--- src/rtl/tick_pkg.sv ---
// Package: shared constants for the tick timer.
// Holds control-register bit positions and the register select encoding.
// Assumes a 32-bit register bus with word-aligned byte offsets.
package tick_pkg;
    localparam int CTRL_RUN  = 0;   // counting enable
    localparam int CTRL_TIE  = 1;   // interrupt enable
    localparam int CTRL_SRC  = 2;   // 1 = core clock, 0 = divided
    localparam int CTRL_FLAG = 16;  // sticky wrap flag

    typedef enum logic [1:0] {
        SEL_CTRL   = 2'd0,
        SEL_PERIOD = 2'd1,
        SEL_LIVE   = 2'd2,
        SEL_NONE   = 2'd3
    } reg_sel_e;
endpackage

--- src/rtl/tick_prescaler.sv ---
// Module: tick_prescaler
// Produces the counting enable. With the core source, it is high on every
// cycle while running. Otherwise it is high once per DIV cycles while running.
// The phase counter advances only while running on the divided source.
// A restart pulse returns the phase to zero. Assumes DIV >= 2.
module tick_prescaler #(
    parameter int DIV = 8
) (
    input  logic clk,
    input  logic rst_n,
    input  logic run,
    input  logic src_core,
    input  logic restart,
    output logic tick
);
    localparam int PH_W = (DIV > 2) ? $clog2(DIV) : 1;
    localparam logic [PH_W-1:0] PH_LAST = PH_W'(DIV - 1);

    logic [PH_W-1:0] phase;

    // Advance the divide phase; wrap at DIV-1; restart forces zero.
    always_ff @(posedge clk) begin
        if (!rst_n) begin
            phase <= '0;
        end else if (restart) begin
            phase <= '0;
        end else if (run && !src_core) begin
            phase <= (phase == PH_LAST) ? '0 : phase + 1'b1;
        end
    end

    // Issue a tick: every cycle on the core source, else at the last phase.
    always_comb begin
        tick = run && (src_core || (phase == PH_LAST));
    end

    // A divided tick is never followed at once by another divided tick.
    p_div_gap_r2: assert property (@(posedge clk) disable iff (!rst_n)
        (tick && !src_core && !restart) |=> (!tick || src_core));

    // Restart returns the divider to its first phase.
    p_phase_restart_r2: assert property (@(posedge clk) disable iff (!rst_n)
        restart |=> (phase == '0));
endmodule

--- src/rtl/tick_downcounter.sv ---
// Module: tick_downcounter
// The live count register. On a tick at zero it refills from the period
// value. On any other tick it steps down by one. A clear forces zero and
// wins over a tick. It signals a wrap on a 1-to-0 step while the period
// is nonzero.
module tick_downcounter #(
    parameter int CNT_W = 24
) (
    input  logic             clk,
    input  logic             rst_n,
    input  logic             tick,
    input  logic             clear,
    input  logic [CNT_W-1:0] period,
    output logic [CNT_W-1:0] count,
    output logic             wrap
);
    localparam logic [CNT_W-1:0] ONE = CNT_W'(1);

    // Update the count: clear, refill at zero, or step down.
    always_ff @(posedge clk) begin
        if (!rst_n) begin
            count <= '0;
        end else if (clear) begin
            count <= '0;
        end else if (tick) begin
            if (count == '0) begin
                count <= period;
            end else begin
                count <= count - ONE;
            end
        end
    end

    // Detect the wrap event that feeds the flag and the interrupt.
    always_comb begin
        wrap = tick && !clear && (count == ONE) && (period != '0);
    end

    p_clear_r5: assert property (@(posedge clk) disable iff (!rst_n)
        clear |=> (count == '0));

    p_refill_r3: assert property (@(posedge clk) disable iff (!rst_n)
        (tick && !clear && count == '0) |=> (count == $past(period)));

    p_step_r1: assert property (@(posedge clk) disable iff (!rst_n)
        (tick && !clear && count != '0) |=> (count == $past(count) - ONE));

    p_idle_hold_r6: assert property (@(posedge clk) disable iff (!rst_n)
        (!tick && !clear) |=> $stable(count));
endmodule

--- src/rtl/tick_regs.sv ---
// Module: tick_regs
// Register file and bus decode. It holds the control bits, the masked period
// value, the sticky wrap flag and the registered interrupt pulse. Reads are
// combinational in the strobe cycle. A control read clears the flag on the
// same edge, but a wrap on that edge wins. Assumes single-cycle accesses.
module tick_regs
    import tick_pkg::*;
#(
    parameter int CNT_W  = 24,
    parameter int DATA_W = 32,
    parameter int ADDR_W = 4
) (
    input  logic              clk,
    input  logic              rst_n,
    input  logic              bus_sel,
    input  logic              bus_wr,
    input  logic [ADDR_W-1:0] bus_addr,
    input  logic [DATA_W-1:0] bus_wdata,
    output logic [DATA_W-1:0] bus_rdata,
    input  logic [CNT_W-1:0]  count,
    input  logic              wrap,
    output logic [CNT_W-1:0]  period,
    output logic              run,
    output logic              src_core,
    output logic              live_wr,
    output logic              irq
);
    reg_sel_e sel;
    logic     ctrl_wr, ctrl_rd, period_wr;
    logic     tie, flag;
    logic     unused_bits;

    // Decode the word select and the access kind.
    always_comb begin
        sel       = reg_sel_e'(bus_addr[3:2]);
        ctrl_wr   = bus_sel &&  bus_wr && (sel == SEL_CTRL);
        ctrl_rd   = bus_sel && !bus_wr && (sel == SEL_CTRL);
        period_wr = bus_sel &&  bus_wr && (sel == SEL_PERIOD);
        live_wr   = bus_sel &&  bus_wr && (sel == SEL_LIVE);
    end

    assign unused_bits = ^{bus_addr[1:0], bus_wdata[DATA_W-1:CNT_W]};

    // Hold the control bits written by software.
    always_ff @(posedge clk) begin
        if (!rst_n) begin
            run      <= 1'b0;
            tie      <= 1'b0;
            src_core <= 1'b0;
        end else if (ctrl_wr) begin
            run      <= bus_wdata[CTRL_RUN];
            tie      <= bus_wdata[CTRL_TIE];
            src_core <= bus_wdata[CTRL_SRC];
        end
    end

    // Hold the period value, keeping only the counter width.
    always_ff @(posedge clk) begin
        if (!rst_n) begin
            period <= '0;
        end else if (period_wr) begin
            period <= bus_wdata[CNT_W-1:0];
        end
    end

    // Sticky wrap flag: set by a wrap, cleared by a control read or a live write.
    always_ff @(posedge clk) begin
        if (!rst_n) begin
            flag <= 1'b0;
        end else if (wrap) begin
            flag <= 1'b1;
        end else if (ctrl_rd || live_wr) begin
            flag <= 1'b0;
        end
    end

    // One-cycle interrupt pulse following an enabled wrap.
    always_ff @(posedge clk) begin
        if (!rst_n) begin
            irq <= 1'b0;
        end else begin
            irq <= wrap && tie;
        end
    end

    // Return the addressed register; reserved and unmapped bits read zero.
    always_comb begin
        bus_rdata = '0;
        if (bus_sel && !bus_wr) begin
            unique case (sel)
                SEL_CTRL: begin
                    bus_rdata[CTRL_RUN]  = run;
                    bus_rdata[CTRL_TIE]  = tie;
                    bus_rdata[CTRL_SRC]  = src_core;
                    bus_rdata[CTRL_FLAG] = flag;
                end
                SEL_PERIOD: bus_rdata = DATA_W'(period);
                SEL_LIVE:   bus_rdata = DATA_W'(count);
                SEL_NONE:   bus_rdata = '0;
            endcase
        end
    end

    p_flag_set_r7: assert property (@(posedge clk) disable iff (!rst_n)
        wrap |=> flag);

    p_flag_clear_r7: assert property (@(posedge clk) disable iff (!rst_n)
        (ctrl_rd && !wrap) |=> !flag);

    p_irq_follow_r8: assert property (@(posedge clk) disable iff (!rst_n)
        (wrap && tie) |=> irq);

    p_irq_single_r8: assert property (@(posedge clk) disable iff (!rst_n)
        irq |=> !irq);

    p_period_mask_r4: assert property (@(posedge clk) disable iff (!rst_n)
        period_wr |=> (period == $past(bus_wdata[CNT_W-1:0])));

    p_reserved_zero_r10: assert property (@(posedge clk) disable iff (!rst_n)
        ctrl_rd |-> (bus_rdata[DATA_W-1:CTRL_FLAG+1] == '0 &&
                     bus_rdata[CTRL_FLAG-1:CTRL_SRC+1] == '0));
endmodule

--- src/rtl/tick_timer.sv ---
// Module: tick_timer (top)
// Joins the register file, the divide-by-DIV tick enable and the live
// down-counter. A write to the live register both zeroes the count and
// restarts the divider phase. Assumes a byte-addressed bus with ADDR_W >= 4.
module tick_timer #(
    parameter int CNT_W  = 24,
    parameter int DIV    = 8,
    parameter int DATA_W = 32,
    parameter int ADDR_W = 4
) (
    input  logic              clk,
    input  logic              rst_n,
    input  logic              bus_sel,
    input  logic              bus_wr,
    input  logic [ADDR_W-1:0] bus_addr,
    input  logic [DATA_W-1:0] bus_wdata,
    output logic [DATA_W-1:0] bus_rdata,
    output logic              irq
);
    logic [CNT_W-1:0] count, period;
    logic             run, src_core, live_wr, tick, wrap;

    tick_regs #(.CNT_W(CNT_W), .DATA_W(DATA_W), .ADDR_W(ADDR_W)) u_regs (
        .clk(clk), .rst_n(rst_n), .bus_sel(bus_sel), .bus_wr(bus_wr),
        .bus_addr(bus_addr), .bus_wdata(bus_wdata), .bus_rdata(bus_rdata),
        .count(count), .wrap(wrap), .period(period), .run(run),
        .src_core(src_core), .live_wr(live_wr), .irq(irq)
    );

    tick_prescaler #(.DIV(DIV)) u_pre (
        .clk(clk), .rst_n(rst_n), .run(run), .src_core(src_core),
        .restart(live_wr), .tick(tick)
    );

    tick_downcounter #(.CNT_W(CNT_W)) u_cnt (
        .clk(clk), .rst_n(rst_n), .tick(tick), .clear(live_wr),
        .period(period), .count(count), .wrap(wrap)
    );

    p_stopped_hold_r6: assert property (@(posedge clk) disable iff (!rst_n)
        (!run && !live_wr) |=> $stable(count));

    p_zero_period_r9: assert property (@(posedge clk) disable iff (!rst_n)
        (period == '0 && count == '0) |=> (count == '0 && !irq));
endmodule

--- config.mk ---
export PLATFORM = sky130hd
export DESIGN_NAME = tick_timer
export DESIGN_NICKNAME = d
export VERILOG_FILES = /design/src/rtl/tick_pkg.sv /design/src/rtl/tick_prescaler.sv /design/src/rtl/tick_downcounter.sv /design/src/rtl/tick_regs.sv /design/src/rtl/tick_timer.sv
export SDC_FILE = /design/constraint.sdc
export NUM_CORES = 1
export LEC_CHECK = 0
export ABC_AREA = 1
export CAP_MARGIN = 20
export CORE_ASPECT_RATIO = 1.1
export CORE_MARGIN = 5
export CORE_UTILIZATION = 35
export DETAILED_ROUTE_END_ITERATION = 12
export PLACE_DENSITY = 0.54
export SKIP_CTS_REPAIR_TIMING = 1
export SYNTH_ARGS = -nofsm -noshare
export SYNTH_HDL_FRONTEND = slang
export SYNTH_SLANG_ARGS = --single-unit
export TNS_END_PERCENT = 30
--- constraint.sdc ---
create_clock -name clk -period 4 [get_ports clk]
set_input_delay 0.4 -clock clk [delete_from_list [all_inputs] [get_ports clk]]
set_output_delay 0.4 -clock clk [all_outputs]
set_load 0.005 [all_outputs]
==> metrics.md, run 1 <==
| Metric | Value |
|---|---|
| Worst Setup Start Kind | primary input |
| Die area | 0.0125 mm^2 |
| Row count | 39 |
| Worst hold path type | register to register |
| Worst EP required | 3600 ps |
| Launch point of the worst reg-to-reg path | u_pre.phase[0] |
| Layout cells sized above 1 | 5.78% |
| Initial Util | 35.3% |
| Minimum clock period after layout | 3070 ps |
| Max-Cap Viols | 0 |
| CP Max Fanout | 15 |
| Post-Route WL | 10500 um |
| Element type at the critical path end | output pin |
| Multiplexer area fraction after synthesis | 0% |
| Worst-Skew Late Latency | 300 ps |
| Clock Path Buffers | 2 |
| Area grow syn2layout | 19.3% |
| Adder-Cell Fraction of Synth Area | 3.11% |
| Hold depth | 2 |
| Fmax achieved | 325 MHz |
| CP arrival | 2670 ps |
| Worst-Margin Slew | 1050 ps |
| Worst vdd ir | 0.187 mV |
| Clock root buffer | clkbuf_16 |
| Grt total ovfl | 0 |
| Vias in the first global route | 3677 |
| Cell variety after synth | 31 |
| Synth Flop Type | dfxtp_1 |
| Cts bufs inserted | 5 |
| Largest family of logic cells by synthesized area | simple AND/OR/NAND/NOR gates |
| Routed met2 length | 4850 um |
| Leak | 1.76 nW |
| Final setup violating endpoints | 0 |
| First-pass GRT wire length | 18000 um |
| Max Slew Vio Count | 0 |
| H-tree depth | 2 |
| Slew margin rel. | 29.6% |
| Largest net degree at the start of global routing | 36 |
| Yosys top cell area share | 31.0% |
| Initial drt markers | 256 |
| Reg2Reg Depth | 9 |
| Post-synthesis simple-gate area fraction | 35.9% |
| Final Cycle Share | 76.9% |
| Power Density | 270 mW/mm^2 |
| Critical Path Stages | 9 |
| Final #Nets | 654 |
| Port Buffers | 54 |
| Die Y | 117 um |
| Synth area leader | dfxtp_1 |
| CP peak stage delay | 520 ps |
| Post-Syn Instances | 568 |
| CP max stage cell | clkdlybuf4s50_1 |
| Io pins | 73 |
| Via count | 3732 |
| Vias per cell | 5.12 |
| #FFs+latches synth | 56 |
| Largest cells by area after synthesis | dfxtp_1 (31%), nand2_1 (13%), a21oi_1 (11%) |
| Most common cell in the netlist | nand2_1 |
| Routed length on met1 | 5030 um |
| CTS sink cnt | 56 |
| DR WL/cell | 14.4 um |
| Metal3 WL | 439 um |
| Fin. Hold Viols | 0 |
| Post-placement cell count | 721 |
| Chip Width | 107 um |
| Initial antenna violation count | 0 |
| Drt first pass iters | 4 |
| Fin Setup TNS | 0 ps |
| Crit path from | bus_addr[2] |
| Worst-path cell chain | clkdlybuf4s50_1 > inv_1 > ha_1 > buf_4 > nand2_1 > a21oi_1 > a21oi_1 > nor2_1 > clkdlybuf4s50_1 |
| CTS tree | built |
| Avg Inst Size Synth | 6.37 um^2 |
| RSZ-0062 raised after global routing | false |
| Top sig layer | met4 |
| Sequential area share after synthesis | 31.0% |
| Count of warnings emitted by yosys | 0 |
| Post-DP HPWL | 7600 um |
| Crit path buf inv count | 4 |
| Final Wtd Congestion | 0.841 |
| Core area | 0.0102 mm^2 |
| Async S/R FF share, synth | 0% |
| Run status | finished, final reports clean |
| Tot GR Track Use | 17.9% |
| Final Skew | 7.50 ps |
| Final std cells w/o fill | 729 |
| Syn Std Cell Area | 0.00362 mm^2 |
| XOR/XNOR share of the synthesized area | 0% |
| R2R setup slack | 1650 ps |
| Post-synth EDFFs | 0 |
| N_diodes | 0 |
| Largest delay share family, worst path | buffers and inverters |
| Worst hold start | u_pre.phase[1] |
| Post-route ant nets | 0 |
| Commonest cells in the netlist | nand2_1 (126), a21oi_1 (78), nand3_1 (71), inv_1 (62), dfxtp_1 (56) |
| Clock transition at the registers of the reported paths | 70 ps |
| Drt drc | 0 |
| Compound-cell area share of the yosys netlist | 17.3% |
| CP Class | primary input to output pin |
-- per-stage QoR --
stage	setup slack, ps	util (%)	cell area [um^2]	power [mW]	hold WS [ps]
finish	926	42.1	4310	1.16	485
global route	765	42.1	4310	1.22	520
CTS	910	42.1	4310	1.18	485
detailed placement	924	40.6	4160	0.715	473
global placement	937	40.6	4160	0.713	454
floorplan	2260	-	3640	0.661	443
-- worst register-to-register path: cells and delay by family (launching register included) --
family / cells / cell delay (ps)
AND/OR/NAND/NOR: 3 / 530
AO/OA/AOI/OAI: 2 / 410
buffers and inverters: 2 / 650
adder cells (fa/ha/maj): 2 / 300
flip-flops: 1 / 360
-- worst paths after layout --
check	to
worst min-delay path	u_pre.phase[1]
worst max register to register	u_cnt.count[1]
worst min register to register	u_pre.phase[1]
worst max-delay path	bus_rdata[16]
-- sequential cells by signal (all words and copies together), names as in the netlist --
signal and cells:
u_regs.src_core 1, u_regs.flag 1, u_cnt.count 24, u_pre.phase 3, u_regs.irq 1, u_regs.run 1, u_regs.tie 1, u_regs.period 24
-- logic make-up after synthesis --
kind of cell             Yosys count
AO/OA/AOI/OAI                    120
buffers and inverters             99
adder cells (fa/ha/maj)            9
other                              1
AND/OR/NAND/NOR                  283
flip-flops                        56
-- placed cells by master (no fill, tap or decap), types with 3 or more instances in the layout --
cell type,netlist,final
nor2_4,3,3
nand4_1,12,12
buf_4,9,6
clkbuf_16,0,5
conb_1,1,8
ha_1,9,9
nor2_2,9,9
a21oi_1,78,78
o21ai_1,3,3
nand3b_1,4,4
o21ai_0,31,31
a211oi_1,3,3
a221oi_1,3,3
dfxtp_1,56,56
nor2_1,47,47
nand2_1,126,126
inv_1,62,62
clkdlybuf4s50_1,0,54
nand3_1,71,71
-- final cells by class --
cell class	count	area, um^2
well taps	123	154
clock inverters	2	13.8
inverters	62	233
fillers	1113	5930
flip-flops and latches	56	1120
repair buffers	60	586
multi-input cells	420	2070
clock buffers	6	139
-- routing by layer --
| metal | GRT usage, % | up-vias |
|---|---|---|
| li1 | - | 1926 |
| met1 | 23.6 | 1714 |
| met2 | 30.1 | 78 |
| met3 | 2.60 | 14 |
| met4 | 5.88 | 0 |
| met5 | 0 | - |
-- report_power, final --
group          switching, mW  internal, mW
clock                  0.213         0.251
sequential           0.00713         0.567
combinational         0.0732        0.0528
(Power assumes the default switching activity.)
==> run 2, diff against run 1 <==
==> constraint.sdc (replaced) <==
create_clock -name clk -period 3.1 [get_ports clk]
set_input_delay 0.31 -clock clk [delete_from_list [all_inputs] [get_ports clk]]
set_output_delay 0.31 -clock clk [all_outputs]
set_load 0.005 [all_outputs]
==> run 2 against run 1 <==
Total power grew 30%. Critical endpoint is now bus_rdata[2]. Register-to-register slack worse by 840 ps. Critical path type unchanged. Routed wire length decreased by 1.0%. Critical path depth decreased by 2. Highest routed layer unchanged. First-iteration DRC count decreased by 42%. Via count decreased by 0.59%. Sequential cell count unchanged. Largest cell class unchanged. Sequential share of layout area fell by 0.18 points.
==> metrics.md, run 2 (synthesis results as in run 1) <==
| Metric | Value |
|---|---|
| CP arrival | 2230 ps |
| Run status | finished, final reports clean |
| Cts bufs inserted | 5 |
| Vias per cell | 5.06 |
| Launch point of the worst reg-to-reg path | u_pre.phase[0] |
| Fillers | 1117 |
| Clock Path Buffers | 2 |
| Fmax achieved | 393 MHz |
| Initial antenna violation count | 0 |
| Worst hold path type | register to register |
| Drt first pass iters | 5 |
| Dpl ws | 553 ps |
| Element type at the critical path end | output pin |
| Minimum clock period after layout | 2540 ps |
| Tot GR Track Use | 17.3% |
| H-tree depth | 2 |
| Vias in the first global route | 3552 |
| Slew margin rel. | 32.5% |
| Chip Width | 107 um |
| Power Density | 349 mW/mm^2 |
| Row count | 39 |
| Fin Setup TNS | 0 ps |
| Final Skew | 7.42 ps |
| Io pins | 73 |
| Die Y | 117 um |
| Worst setup margin | 555 ps |
| Drt drc | 0 |
| Clock transition at the registers of the reported paths | 80 ps |
| Die area | 0.0125 mm^2 |
| Final #Nets | 658 |
| Worst hold start | u_pre.phase[1] |
| Worst-Margin Slew | 1010 ps |
| Worst-Skew Late Latency | 300 ps |
| Initial Util | 35.3% |
| Core Util, Final | 42.4% |
| Leading cell type in the layout, fill and taps excluded | nand2_1 |
| Max Slew Vio Count | 0 |
| RSZ-0062 raised after global routing | false |
| Worst EP required | 2790 ps |
| R2R setup slack | 810 ps |
| Critical R2R Capture | u_cnt.count[23] |
| CP Max Fanout | 8 |
| Via count | 3710 |
| CP Class | primary input to output pin |
| Clock root buffer | clkbuf_16 |
| Post-DP HPWL | 7740 um |
| CTS tree | built |
| Most frequent cells in the layout | nand2_1 (126), a21oi_1 (78), nand3_1 (71) |
| Post-Route WL | 10400 um |
| Largest registers | u_cnt.count x24, u_regs.period x24, u_pre.phase x3 |
| Grt total ovfl | 0 |
| Layout cells sized above 1 | 6.39% |
| DR WL/cell | 14.2 um |
| Reg2Reg Depth | 8 |
| Final Cycle Share | 82.1% |
| Leak | 1.78 nW |
| Post-route ant nets | 0 |
| Area grow syn2layout | 20.1% |
| Hold path endpoint | u_pre.phase[1] |
| First-pass GRT wire length | 17300 um |
| Port Buffers | 54 |
| CTS sink cnt | 56 |
| Fin. Hold Viols | 0 |
| Worst Setup Start Kind | primary input |
| Max-Cap Viols | 0 |
| Largest net degree at the start of global routing | 36 |
| Hold depth | 2 |
| Worst vdd ir | 0.182 mV |
| N_diodes | 0 |
| Final Wtd Congestion | 0.865 |
| Core area | 0.0102 mm^2 |
| Final setup violating endpoints | 0 |
| Initial drt markers | 149 |
==> run 2: worst max-delay path by stage <==
stage / from / end / slack [ps]
floorplan: u_pre.phase[0] / u_cnt.count[0] / 1440
global placement: bus_addr[3] / bus_rdata[2] / 560
detailed placement: bus_addr[3] / bus_rdata[2] / 550
CTS: bus_addr[3] / bus_rdata[2] / 530
global route: bus_addr[3] / bus_rdata[2] / 410
finish: bus_addr[3] / bus_rdata[2] / 560
==> run 2: report_power, final <==
group / switching (mW) / leakage [nW] / internal (mW)
registers: 0.00888 / 0.453 / 0.732
clock network: 0.284 / 0.0772 / 0.324
logic: 0.0948 / 1.25 / 0.0714
==> run 2: worst max-delay path: stages <==
cell and delay [ps]:
clkdlybuf4s50_1 420, inv_1 110, ha_1 320, buf_4 220, a221oi_1 100, a211oi_1 210, clkdlybuf4s50_1 550
==> run 2: cell type report <==
class / count / area, um^2 / share of cell area, %
tap: 123 / 154 / 3.54
inverter: 62 / 233 / 5.36
sequential: 56 / 1120 / 25.8
multi-input combinational: 420 / 2070 / 47.6
clock inverter: 2 / 13.8 / 0.317
timing repair buffer: 64 / 616 / 14.2
clock buffer: 6 / 139 / 3.20
==> run 2: layer usage <==
metal / part of all wire (%) / vias up / routed length [um] / global-route usage (%)
li1: - / 1924 / - / -
met1: 47 / 1703 / 4870 / 22.3
met3: 4.3 / 9 / 445 / 2.65
met4: 1.5 / 0 / 152 / 5.46
met2: 47 / 74 / 4950 / 29.7
met5: 0 / - / 0 / 0
==> run 2: metrics by stage <==
step | cells | power (mW) | cell area, um^2 | hold WS [ps]
floorplan | 575 | 0.853 | 3640 | 443
finish | 733 | 1.52 | 4340 | 478
global placement | 725 | 0.924 | 4190 | 454
global route | 733 | 1.58 | 4340 | 506
CTS | 733 | 1.53 | 4340 | 484
detailed placement | 725 | 0.926 | 4190 | 472
==> run 3, diff against run 2 <==
==> constraint.sdc (replaced) <==
create_clock -name clk -period 2.5 [get_ports clk]
set_input_delay 0.25 -clock clk [delete_from_list [all_inputs] [get_ports clk]]
set_output_delay 0.25 -clock clk [all_outputs]
set_load 0.005 [all_outputs]
==> run 3 against run 2 <==
Total power rose by 30%. Highest routed layer unchanged. First-iteration DRC count rose by 33%. Non-clock buffer count rose by 11. Critical path depth did not move. Worst setup slack got worse by 420 ps. Critical path type unchanged. Clock skew fell by 1.8 ps.
==> metrics.md, run 3 (synthesis results as in run 1) <==
| Metric | Value |
|---|---|
| Largest registers | u_cnt.count x24, u_regs.period x24, u_pre.phase x3 |
| Power Density | 443 mW/mm^2 |
| Drt first pass iters | 5 |
| CP Max Fanout | 11 |
| Final #Nets | 669 |
| Cts bufs inserted | 5 |
| Area grow syn2layout | 23.0% |
| Worst vdd ir | 0.269 mV |
| Final Cycle Share | 94.6% |
| Fmax achieved | 423 MHz |
| Fin Setup TNS | 0 ps |
| Clock transition at the registers of the reported paths | 80 ps |
| Worst Setup Start Kind | primary input |
| DR WL/cell | 14.6 um |
| Worst EP required | 2250 ps |
| Initial drt markers | 198 |
| Most frequent cells in the layout | nand2_1 (126), a21oi_1 (78), nand3_1 (71) |
| Hold Worst Slack | 477 ps |
| First-pass GRT wire length | 18100 um |
| Final setup violating endpoints | 0 |
| Post-route ant nets | 0 |
| Register area | 0.00112 mm^2 |
| Max Slew Vio Count | 0 |
| Initial Util | 35.3% |
| Die Y | 117 um |
| Max-Cap Viols | 0 |
| Leak | 1.84 nW |
| H-tree depth | 2 |
| Leading cell type in the layout, fill and taps excluded | nand2_1 |
| Fin. Hold Viols | 0 |
| Die area | 0.0125 mm^2 |
| Chip Width | 107 um |
| Via count | 3834 |
| Minimum clock period after layout | 2370 ps |
| Row count | 39 |
| Port Buffers | 54 |
| Fillers | 1094 |
| Final Wtd Congestion | 0.877 |
| CTS sink cnt | 56 |
| Io pins | 73 |
| CP Class | primary input to output pin |
| Multi-input gate area | 0.00207 mm^2 |
| Worst-Skew Late Latency | 300 ps |
| Worst hold path type | register to register |
| Run status | finished, final reports clean |
| Clock Path Buffers | 2 |
| Layout cells sized above 1 | 8.37% |
| Element type at the critical path end | output pin |
| Initial antenna violation count | 0 |
| Clock root buffer | clkbuf_16 |
| CP arrival | 2120 ps |
| CTS tree | built |
| Post-DP HPWL | 8210 um |
| RSZ-0062 raised after global routing | false |
| Vias per cell | 5.15 |
| Drt drc | 0 |
| Core area | 0.0102 mm^2 |
| Grt total ovfl | 0 |
| Vias in the first global route | 3711 |
| Tot GR Track Use | 18.0% |
| Total power | 1.97 mW |
| Final Skew | 5.58 ps |
| N_diodes | 0 |
| Post-Route WL | 10900 um |
| Largest net degree at the start of global routing | 29 |
run 3: cell count changes in the layout (fill, tap and decap cells not counted), sizes merged:
cell / before / now
buf: 10 / 21
bufinv: 0 / 1
clkbuf: 6 / 5
run 3: metal layers:
metal / vias up / track usage, % / part of all wire (%)
li1: 1959 / - / -
met1: 1758 / 24.4 / 47
met2: 102 / 30.0 / 47
met3: 15 / 2.05 / 3.9
met4: 0 / 5.97 / 1.9
met5: - / 0 / 0
run 3: where the power goes:
group | internal [mW] | leakage (nW) | total, mW | switching, mW
Clock | 0.479 | 0.0857 | 0.836 | 0.357
Sequential | 0.908 | 0.453 | 0.919 | 0.0114
Combinational | 0.0935 | 1.30 | 0.213 | 0.120
run 3: worst paths after layout:
kind              cells past startpoint      startpoint  slack [ps]               to
setup / recovery                      7     bus_addr[2]         130     bus_rdata[6]
hold / removal                        2  u_pre.phase[1]         480   u_pre.phase[1]
setup reg to reg                      9  u_pre.phase[0]         610  u_cnt.count[21]
hold reg to reg                       2  u_pre.phase[1]         480   u_pre.phase[1]
run 3: critical path, stage by stage:
cell and delay [ps]:
clkdlybuf4s50_1 480, inv_1 80, ha_1 280, nand2_1 130
buf_4 230, a21oi_1 140, clkdlybuf4s50_1 520
run 3: layout make-up:
class	instances	area share (%)
clock buffer	5	2.81
clock inverter	3	1.04
inverter	62	5.23
multi-input combinational	420	46.6
sequential	56	25.2
tap	123	3.46
timing repair buffer	75	15.7
run 3: through the flow:
step                utilization (%)  cells  cell area (um^2)  setup WS, ps
floorplan                         -    575              3640           840
global placement               41.7    736              4270         -12.2
detailed placement             41.7    736              4270         -11.1
CTS                            43.4    744              4440         -18.0
global route                   43.4    744              4450         0.669
finish                         43.4    744              4450           134
